File: src/rtl/fgm_pkg.sv
// Shared helpers for the fault graph builder.
// Assumes: slot counts are at least 1.
package fgm_pkg;

    // Width of an index into n slots; never below one bit.
    function automatic int idx_w(input int n);
        return (n <= 1) ? 1 : $clog2(n);
    endfunction

    // What the top level does with the presented fault this cycle.
    typedef enum logic [1:0] {
        ACT_NONE     = 2'd0,
        ACT_RECORD   = 2'd1,
        ACT_OVERFLOW = 2'd2
    } fgm_act_e;

endpackage

File: src/rtl/fgm_slot_table.sv
// Table of distinct addresses, filled in order of arrival.
// A parallel compare against every used slot finds a hit. Allocation
// writes the next free slot.
// Assumes: the caller raises alloc_i only on a miss with a free slot.
module fgm_slot_table
    import fgm_pkg::*;
#(
    parameter int SLOTS = 4,
    parameter int AW    = 10,
    localparam int IW   = idx_w(SLOTS),
    localparam int CW   = $clog2(SLOTS + 1)
) (
    input  logic               clk,
    input  logic               rst_n,
    input  logic               clear_i,
    input  logic               alloc_i,
    input  logic [AW-1:0]      key_i,
    output logic               hit_o,
    output logic [IW-1:0]      hit_idx_o,
    output logic               full_o,
    output logic [IW-1:0]      free_idx_o,
    output logic [SLOTS*AW-1:0] addr_o,
    output logic [SLOTS-1:0]   used_o
);

    logic [AW-1:0]    addr_q [SLOTS];
    logic [CW-1:0]    cnt_q;
    logic [SLOTS-1:0] match;

    // Per-slot used bit, address compare and flat output.
    for (genvar g = 0; g < SLOTS; g++) begin : g_slot
        assign used_o[g]            = (cnt_q > CW'(g));
        assign match[g]             = used_o[g] && (addr_q[g] == key_i);
        assign addr_o[g*AW +: AW]   = addr_q[g];
    end

    assign hit_o      = |match;
    assign full_o     = (cnt_q == CW'(SLOTS));
    assign free_idx_o = cnt_q[IW-1:0];

    // Encode the matching slot; at most one slot can match.
    always_comb begin
        hit_idx_o = '0;
        for (int k = SLOTS - 1; k >= 0; k--) begin
            if (match[k]) hit_idx_o = IW'(k);
        end
    end

    // Fill counter: cleared by reset or clear, bumped on allocation.
    always_ff @(posedge clk) begin
        if (!rst_n || clear_i)            cnt_q <= '0;
        else if (alloc_i && !full_o)      cnt_q <= cnt_q + 1'b1;
    end

    // Address storage: written only into the next free slot.
    always_ff @(posedge clk) begin
        if (alloc_i && !full_o) addr_q[free_idx_o] <= key_i;
    end

    // The caller must never allocate on a hit or into a full table.
    p_alloc_only_new_r4: assert property (@(posedge clk) disable iff (!rst_n)
        alloc_i |-> (!hit_o && !full_o));

    // Each allocation adds exactly one used slot.
    p_fill_step_r2: assert property (@(posedge clk) disable iff (!rst_n)
        (alloc_i && !clear_i) |=> ($countones(used_o) == $countones($past(used_o)) + 1));

    // No address is held twice.
    for (genvar a = 0; a < SLOTS; a++) begin : g_ua
        for (genvar b = a + 1; b < SLOTS; b++) begin : g_ub
            p_unique_addr_r4: assert property (@(posedge clk) disable iff (!rst_n)
                used_o[b] |-> (addr_q[a] != addr_q[b]));
        end
    end

endmodule

File: src/rtl/fgm_adj_matrix.sv
// Row-by-column fault adjacency bits, flat with bit r*COLS+c.
// Bits are only set, never cleared individually; clear empties all.
// Assumes: row_idx_i < ROWS and col_idx_i < COLS whenever set_i is high.
module fgm_adj_matrix
    import fgm_pkg::*;
#(
    parameter int ROWS = 4,
    parameter int COLS = 4,
    localparam int RIW = idx_w(ROWS),
    localparam int CIW = idx_w(COLS),
    localparam int NB  = ROWS * COLS
) (
    input  logic           clk,
    input  logic           rst_n,
    input  logic           clear_i,
    input  logic           set_i,
    input  logic [RIW-1:0] row_idx_i,
    input  logic [CIW-1:0] col_idx_i,
    output logic [NB-1:0]  adj_o
);

    logic [NB-1:0] adj_q;
    logic [NB-1:0] set_vec;

    // Decode the crossing to set into a one-hot vector.
    always_comb begin
        set_vec = '0;
        for (int r = 0; r < ROWS; r++) begin
            for (int c = 0; c < COLS; c++) begin
                if (set_i && (int'(row_idx_i) == r) && (int'(col_idx_i) == c))
                    set_vec[r*COLS + c] = 1'b1;
            end
        end
    end

    // Adjacency storage: clear empties all, a record ORs in one bit.
    always_ff @(posedge clk) begin
        if (!rst_n || clear_i) adj_q <= '0;
        else                   adj_q <= adj_q | set_vec;
    end

    assign adj_o = adj_q;

    // A recorded crossing is present on the next cycle.
    p_set_lands_r5: assert property (@(posedge clk) disable iff (!rst_n)
        (set_i && !clear_i) |=> ((adj_o & $past(set_vec)) == $past(set_vec)));

    // Without a clear, no bit ever falls.
    p_bits_only_grow_r8: assert property (@(posedge clk) disable iff (!rst_n)
        !clear_i |=> ((adj_o & $past(adj_o)) == $past(adj_o)));

endmodule

File: src/rtl/fgm_conn_expand.sv
// Expands the row-by-column bits into the full vertex connection matrix.
// Row vertices come first, then column vertices. Purely combinational.
// Assumes: adj_i bit r*COLS+c joins row slot r and column slot c.
module fgm_conn_expand #(
    parameter int ROWS = 4,
    parameter int COLS = 4,
    localparam int N   = ROWS + COLS
) (
    input  logic [ROWS*COLS-1:0] adj_i,
    output logic [N*N-1:0]       conn_o
);

    // Place each entry: the upper block is taken directly, the lower
    // block is the mirror of it, and all other entries are zero.
    for (genvar i = 0; i < N; i++) begin : g_i
        for (genvar j = 0; j < N; j++) begin : g_j
            if (i < ROWS && j >= ROWS) begin : g_up
                assign conn_o[i*N + j] = adj_i[i*COLS + (j - ROWS)];
            end else if (i >= ROWS && j < ROWS) begin : g_lo
                assign conn_o[i*N + j] = adj_i[j*COLS + (i - ROWS)];
            end else begin : g_zero
                assign conn_o[i*N + j] = 1'b0;
            end
        end
    end

endmodule

File: src/rtl/fault_graph_mapper.sv
// Builds a compact bipartite fault graph from failing-cell reports.
// Distinct rows and columns get slots in order of arrival, and the
// crossing bits are set. A fault that cannot fit is dropped and flagged.
// A done pulse freezes the graph; a clear empties it.
// Assumes: one fault report per cycle at most.
module fault_graph_mapper
    import fgm_pkg::*;
#(
    parameter int ROW_AW    = 10,
    parameter int COL_AW    = 10,
    parameter int ROW_SLOTS = 4,
    parameter int COL_SLOTS = 4,
    localparam int N        = ROW_SLOTS + COL_SLOTS,
    localparam int RIW      = idx_w(ROW_SLOTS),
    localparam int CIW      = idx_w(COL_SLOTS)
) (
    input  logic                        clk,
    input  logic                        rst_n,
    input  logic                        clear_i,
    input  logic                        done_i,
    input  logic                        flt_vld_i,
    input  logic [ROW_AW-1:0]           flt_row_i,
    input  logic [COL_AW-1:0]           flt_col_i,
    output logic [ROW_SLOTS*ROW_AW-1:0] row_addr_o,
    output logic [COL_SLOTS*COL_AW-1:0] col_addr_o,
    output logic [ROW_SLOTS-1:0]        row_used_o,
    output logic [COL_SLOTS-1:0]        col_used_o,
    output logic [N*N-1:0]              conn_o,
    output logic                        overflow_o
);

    logic           row_hit, row_full, col_hit, col_full;
    logic [RIW-1:0] row_hit_idx, row_free_idx, row_idx;
    logic [CIW-1:0] col_hit_idx, col_free_idx, col_idx;
    logic           row_alloc, col_alloc, accept;
    logic           sealed_q, overflow_q;
    fgm_act_e       act;
    logic [ROW_SLOTS*COL_SLOTS-1:0] adj;

    // Decide what happens to the presented fault.
    always_comb begin
        accept = flt_vld_i && !sealed_q && !clear_i;
        if (!accept)
            act = ACT_NONE;
        else if ((!row_hit && row_full) || (!col_hit && col_full))
            act = ACT_OVERFLOW;
        else
            act = ACT_RECORD;
    end

    assign row_alloc = (act == ACT_RECORD) && !row_hit;
    assign col_alloc = (act == ACT_RECORD) && !col_hit;
    assign row_idx   = row_hit ? row_hit_idx : row_free_idx;
    assign col_idx   = col_hit ? col_hit_idx : col_free_idx;

    fgm_slot_table #(.SLOTS(ROW_SLOTS), .AW(ROW_AW)) u_rows (
        .clk(clk), .rst_n(rst_n), .clear_i(clear_i), .alloc_i(row_alloc),
        .key_i(flt_row_i), .hit_o(row_hit), .hit_idx_o(row_hit_idx),
        .full_o(row_full), .free_idx_o(row_free_idx),
        .addr_o(row_addr_o), .used_o(row_used_o)
    );

    fgm_slot_table #(.SLOTS(COL_SLOTS), .AW(COL_AW)) u_cols (
        .clk(clk), .rst_n(rst_n), .clear_i(clear_i), .alloc_i(col_alloc),
        .key_i(flt_col_i), .hit_o(col_hit), .hit_idx_o(col_hit_idx),
        .full_o(col_full), .free_idx_o(col_free_idx),
        .addr_o(col_addr_o), .used_o(col_used_o)
    );

    fgm_adj_matrix #(.ROWS(ROW_SLOTS), .COLS(COL_SLOTS)) u_adj (
        .clk(clk), .rst_n(rst_n), .clear_i(clear_i),
        .set_i(act == ACT_RECORD), .row_idx_i(row_idx), .col_idx_i(col_idx),
        .adj_o(adj)
    );

    fgm_conn_expand #(.ROWS(ROW_SLOTS), .COLS(COL_SLOTS)) u_exp (
        .adj_i(adj), .conn_o(conn_o)
    );

    // Freeze after done; clear lifts the freeze.
    always_ff @(posedge clk) begin
        if (!rst_n || clear_i) sealed_q <= 1'b0;
        else if (done_i)       sealed_q <= 1'b1;
    end

    // Sticky overflow flag.
    always_ff @(posedge clk) begin
        if (!rst_n || clear_i)         overflow_q <= 1'b0;
        else if (act == ACT_OVERFLOW)  overflow_q <= 1'b1;
    end

    assign overflow_o = overflow_q;

    p_clear_empties_r1: assert property (@(posedge clk) disable iff (!rst_n)
        clear_i |=> (row_used_o == '0 && col_used_o == '0 && conn_o == '0 && !overflow_o));

    p_overflow_sticky_r7: assert property (@(posedge clk) disable iff (!rst_n)
        (overflow_o && !clear_i) |=> overflow_o);

    p_overflow_discard_r7: assert property (@(posedge clk) disable iff (!rst_n)
        (act == ACT_OVERFLOW) |=> ($stable(row_used_o) && $stable(col_used_o) && $stable(conn_o)));

    p_sealed_ignore_r9: assert property (@(posedge clk) disable iff (!rst_n)
        (sealed_q && !clear_i) |=> ($stable(row_used_o) && $stable(col_used_o) && $stable(conn_o)));

    // Every set crossing joins two occupied slots; the matrix is symmetric.
    for (genvar r = 0; r < ROW_SLOTS; r++) begin : g_ar
        for (genvar c = 0; c < COL_SLOTS; c++) begin : g_ac
            p_edge_has_vertices_r5: assert property (@(posedge clk) disable iff (!rst_n)
                conn_o[r*N + ROW_SLOTS + c] |-> (row_used_o[r] && col_used_o[c]));
            p_symmetric_r6: assert property (@(posedge clk) disable iff (!rst_n)
                conn_o[r*N + ROW_SLOTS + c] == conn_o[(ROW_SLOTS + c)*N + r]);
        end
    end

endmodule

File: config.mk
export PLATFORM = sky130hd
export DESIGN_NAME = fault_graph_mapper
export DESIGN_NICKNAME = d
export VERILOG_FILES = /design/src/rtl/fgm_pkg.sv /design/src/rtl/fgm_slot_table.sv /design/src/rtl/fgm_adj_matrix.sv /design/src/rtl/fgm_conn_expand.sv /design/src/rtl/fault_graph_mapper.sv
export SDC_FILE = /design/constraint.sdc
export NUM_CORES = 1
export LEC_CHECK = 0
export BUFFER_PORTS_ARGS = -buffer_cell sky130_fd_sc_hd__buf_4
export CAP_MARGIN = 20
export CORE_MARGIN = 2
export CORE_UTILIZATION = 56
export CTS_BUF_LIST = sky130_fd_sc_hd__clkbuf_2 sky130_fd_sc_hd__clkbuf_4 sky130_fd_sc_hd__clkbuf_8
export DETAILED_ROUTE_END_ITERATION = 10
export PLACE_DENSITY = 0.95
export SYNTH_ARGS = -nofsm -noshare
export SYNTH_HDL_FRONTEND = slang
export SYNTH_SLANG_ARGS = --single-unit
File: constraint.sdc
create_clock -name clk -period 5.4 [get_ports clk]
set_input_delay 0.54 -clock clk [delete_from_list [all_inputs] [get_ports clk]]
set_output_delay 0.54 -clock clk [all_outputs]
set_load 0.02 [all_outputs]
==> metrics list <==
- Status: complete, no violations
* Global routing usage on met1: 32.51%
- Mean post-synth cell area: 12.58 um^2
- Power comes to 1494 uW.
- CTS tree: done
* Routability-driven placement congestion ratio: 0.8937
- The floorplan has 34 rows.
- Nature of the critical path startpoint: register
* Worst-path clk slew: 0.11 ns
- Top library cells by usage in the layout, fill and taps aside: 147 x sky130_fd_sc_hd__buf_4, 80 x sky130_fd_sc_hd__edfxtp_1, 50 x sky130_fd_sc_hd__xnor2_1
* Met2 Usage GRT: 42.00%
- Combinational logic is responsible for 11.0% of the overall power.
- IR analysis of the VDD net gives a maximum drop of 0.0001665 V.
- Cts-stage hold buffer count: 0
- Post-Synth Simple-Gate Area: 11.92%
- Setup violations remaining at the end of the flow were counted as 0.
- The routed design has 12320 um of wire.
* Mapped Cells: 403
- Start-to-end type of the worst setup path: register to register
* Buffers on Ports: 145
* Setup repair after global routing missed its margin: false
* Most used routing layer in global routing: met2
- For this run, the top clock speed supported by timing is 321.7 MHz.
* CP Data Arrival Time: 3.17 ns
- Master cell of the clock root buffer: sky130_fd_sc_hd__clkbuf_8
- In this run the deepest clock path goes through 2 buffers.
* Chip Width: 99.15 um
* Number of warning messages in the yosys log: 0
- 178 I/O pins were placed.
- HP Class: input port to register
- Cells with a size suffix above 1 make up 33.15% of the layout.
* Later-pin clock latency in the skew report: 0.36 ns
- Summing all flip-flop and latch instances after layout gives 2883 um^2.
* Count of flip-flops with a built-in enable after synthesis: 80
* Routed length per instance: 18.83 um
* Switching share of power: 26.09%
- The via count of the first global-routing pass came to 3419.
* Fraction of the mapped netlist area in adder cells: 2.468%
* Core Region: 8763 um^2
- GRT Util Overall: 24.64%
- Total number of vias: 3714
- The smallest clock period supported by the final layout is computed as 3.108 ns.
* Met3 routing resource usage after global routing: 3.725%
- Between clock sinks in the finished design, the worst skew comes to 0.01348 ns.
- The number of slew-limit violations in the final report was 0.
- Int Power: 1104 uW
- Final worst-path cycle share: 57.56%
- Fin util: 71.05%
- Ratio of routed vias to standard cells: 5.679
* Power density relative to cell area: 240.0 nW/um^2
* Async S/R FF share, synth: 0%
- Final Hold Viols: 0
* Largest family of logic cells by synthesized area: XOR/XNOR gates
- Transition at the pin with the smallest max-transition slack: 0.8351 ns
- Once detailed placement completed, the half-perimeter wirelength came to 9489 um.
- Most frequent standard cell in the layout excluding fill and tap cells: sky130_fd_sc_hd__buf_4
- Number of antenna repair diodes: 0
* Post_cts resized: 0
- Area share of xor/xnor cells in the synthesized design: 13.82%
* GR Overflow Total: 0
- Number of antenna-violating nets in the routed design: 0
* Number of fillers in the final layout: 573
- Sequential elements use 56.86% of the synthesized area.
- The tightest hold path in the finished design has a slack of 0.3748 ns.
* Required time at the worst-slack endpoint: 5.46 ns
- Max-cap violations in this run came to 0.
- Pin count of the biggest net entering global routing: 23
- Of all nets on the critical path, the largest fanout is 9.
* Setup Total Neg Slack: 0 ns
* Part of the power in the clock network: 30.0%
- Number of synthesized register bits: 104
- Iteration-0 DRC count of the detailed router: 256
* Cell leakage power: 0.002440 uW
* Compound-gate portion of the synthesized area: 6.787%
- Number of DRC violations after detailed routing: 0
* Area grow syn2layout: 22.80%
* Final #Nets: 577
* TritonCTS buffer count: 9
- The most used flip-flop cell after synthesis is sky130_fd_sc_hd__edfxtp_1.
* Max_slew headroom: 44.21%
- Multiplexer share of the synthesized area: 0%
- Number of antenna violations at the first check in global routing: 0
- Counting every sink on the clock net gives 104.
- NetSw: 389.8 uW
- CP endpoint kind: register
- The first global-routing pass estimated 18590 um of wire.
- Count of unique library cells instantiated by Yosys: 42
* Overall die height: 99.15 um
* Area of the multi-input gates: 1894 um^2
* Die Outline Area: 9831 um^2
- For this configuration, the core starts out at a cell density of 57.85%.
- CTS built an H-tree with a depth of 3.
- After synthesis the cells add up to 5070 um^2.
* Buffers inserted by post-CTS timing repair: 0
* TritonRoute pass-1 iters: 5
- Reg power frac: 58.9%
-- kinds of logic (layout without fill, tap and decap cells) --
group / count (synthesis) / in the layout
XOR/XNOR: 80 / 80
flip-flops: 104 / 104
buffers and inverters: 59 / 171
AO/OA/AOI/OAI: 49 / 49
other: 1 / 32
AND/OR/NAND/NOR: 100 / 100
adder cells (fa/ha/maj): 10 / 10
-- path summary, 6_finish.rpt --
| path | start | endpoint | slack [ns] | depth (start not counted) |
|---|---|---|---|---|
| setup reg to reg | u_rows.cnt_q[1]$_SDFFE_PP0P_ | u_cols.addr_q[0][3]$_DFFE_PP_ | 2.29 | 8 |
| hold / removal | done_i | sealed_q$_SDFFE_PP0P_ | 0.37 | 3 |
| hold reg to reg | overflow_o$_SDFFE_PP0N_ | overflow_o$_SDFFE_PP0N_ | 0.47 | 2 |
| setup / recovery | u_rows.cnt_q[1]$_SDFFE_PP0P_ | u_cols.addr_q[0][3]$_DFFE_PP_ | 2.29 | 8 |
-- cells in the mapped netlist, types with 2 or more instances --
cell type	count	share of area, %
sky130_fd_sc_hd__edfxtp_1	80	47
sky130_fd_sc_hd__xnor2_1	50	8.6
sky130_fd_sc_hd__buf_4	48	7.1
sky130_fd_sc_hd__xor2_1	30	5.2
sky130_fd_sc_hd__dfxtp_1	24	9.5
sky130_fd_sc_hd__nand3_1	17	1.7
sky130_fd_sc_hd__nand2_1	15	1.1
sky130_fd_sc_hd__nand4_1	12	1.5
sky130_fd_sc_hd__o21ai_1	11	1.1
sky130_fd_sc_hd__a21oi_1	10	0.99
sky130_fd_sc_hd__ha_1	10	2.5
sky130_fd_sc_hd__nor2_1	9	0.67
sky130_fd_sc_hd__nor3_1	9	0.89
sky130_fd_sc_hd__nor4_1	9	1.1
sky130_fd_sc_hd__o21ai_0	9	0.89
sky130_fd_sc_hd__a22o_1	8	1.4
sky130_fd_sc_hd__inv_1	8	0.59
sky130_fd_sc_hd__and3_1	4	0.49
sky130_fd_sc_hd__and3_2	3	0.44
sky130_fd_sc_hd__nand2b_1	3	0.37
sky130_fd_sc_hd__nor2b_1	3	0.37
sky130_fd_sc_hd__o21a_1	3	0.44
sky130_fd_sc_hd__and2_1	2	0.25
sky130_fd_sc_hd__clkbuf_1	2	0.15
sky130_fd_sc_hd__nor3_2	2	0.39
sky130_fd_sc_hd__nor3_4	2	0.64
sky130_fd_sc_hd__o2111ai_1	2	0.35
sky130_fd_sc_hd__o31ai_4	2	0.84
sky130_fd_sc_hd__or3_1	2	0.25
sky130_fd_sc_hd__or4_4	2	0.44
-- per-stage QoR --
step                setup slack [ns]  instance area [um^2]  std cells
detailed placement             2.260                  6051        639
CTS                            2.339                  6226        654
finish                         2.292                  6226        654
floorplan                      2.388                  5186        434
global route                   2.124                  6226        654
global placement               2.044                  6046        638
-- area by class of cell --
cell class	count	area share [%]
repair buffers	148	17.81
multi-input cells	271	30.43
clock buffers	9	1.990
inverters	8	0.4823
clock inverters	6	0.8240
flip-flops and latches	104	46.30
well taps	108	2.170
-- layer usage --
metal  wire (um)  vias to the layer above
met4         299                        0
met5           0                        -
met2        6207                      241
met1        4806                     1786
li1            -                     1652
met3        1003                       35
-- registers in the layout, indices dropped and copies added, names as in the netlist --
register	cells
overflow_o	1
u_rows.cnt_q	3
u_cols.cnt_q	3
sealed_q	1
u_adj.adj_o	16
u_rows.addr_q	40
u_cols.addr_q	40
-- critical path: stages (launching register included) --
cell	delay, ns
sky130_fd_sc_hd__dfxtp_1	0.51
sky130_fd_sc_hd__inv_1	0.14
sky130_fd_sc_hd__ha_1	0.23
sky130_fd_sc_hd__o21a_1	0.23
sky130_fd_sc_hd__or4_4	0.57
sky130_fd_sc_hd__nand2_4	0.12
sky130_fd_sc_hd__nor4_4	0.08
sky130_fd_sc_hd__nor3_1	0.59
sky130_fd_sc_hd__buf_2	0.33
-- power groups by stage --
stage | clock network (uW) | registers [uW] | logic, uW
finish | 449 | 881 | 165
global placement | 0 | 898 | 157
floorplan | 0 | 907 | 103
CTS | 453 | 880 | 164
detailed placement | 0 | 899 | 163
global route | 484 | 882 | 177
(Power assumes the default switching activity.)
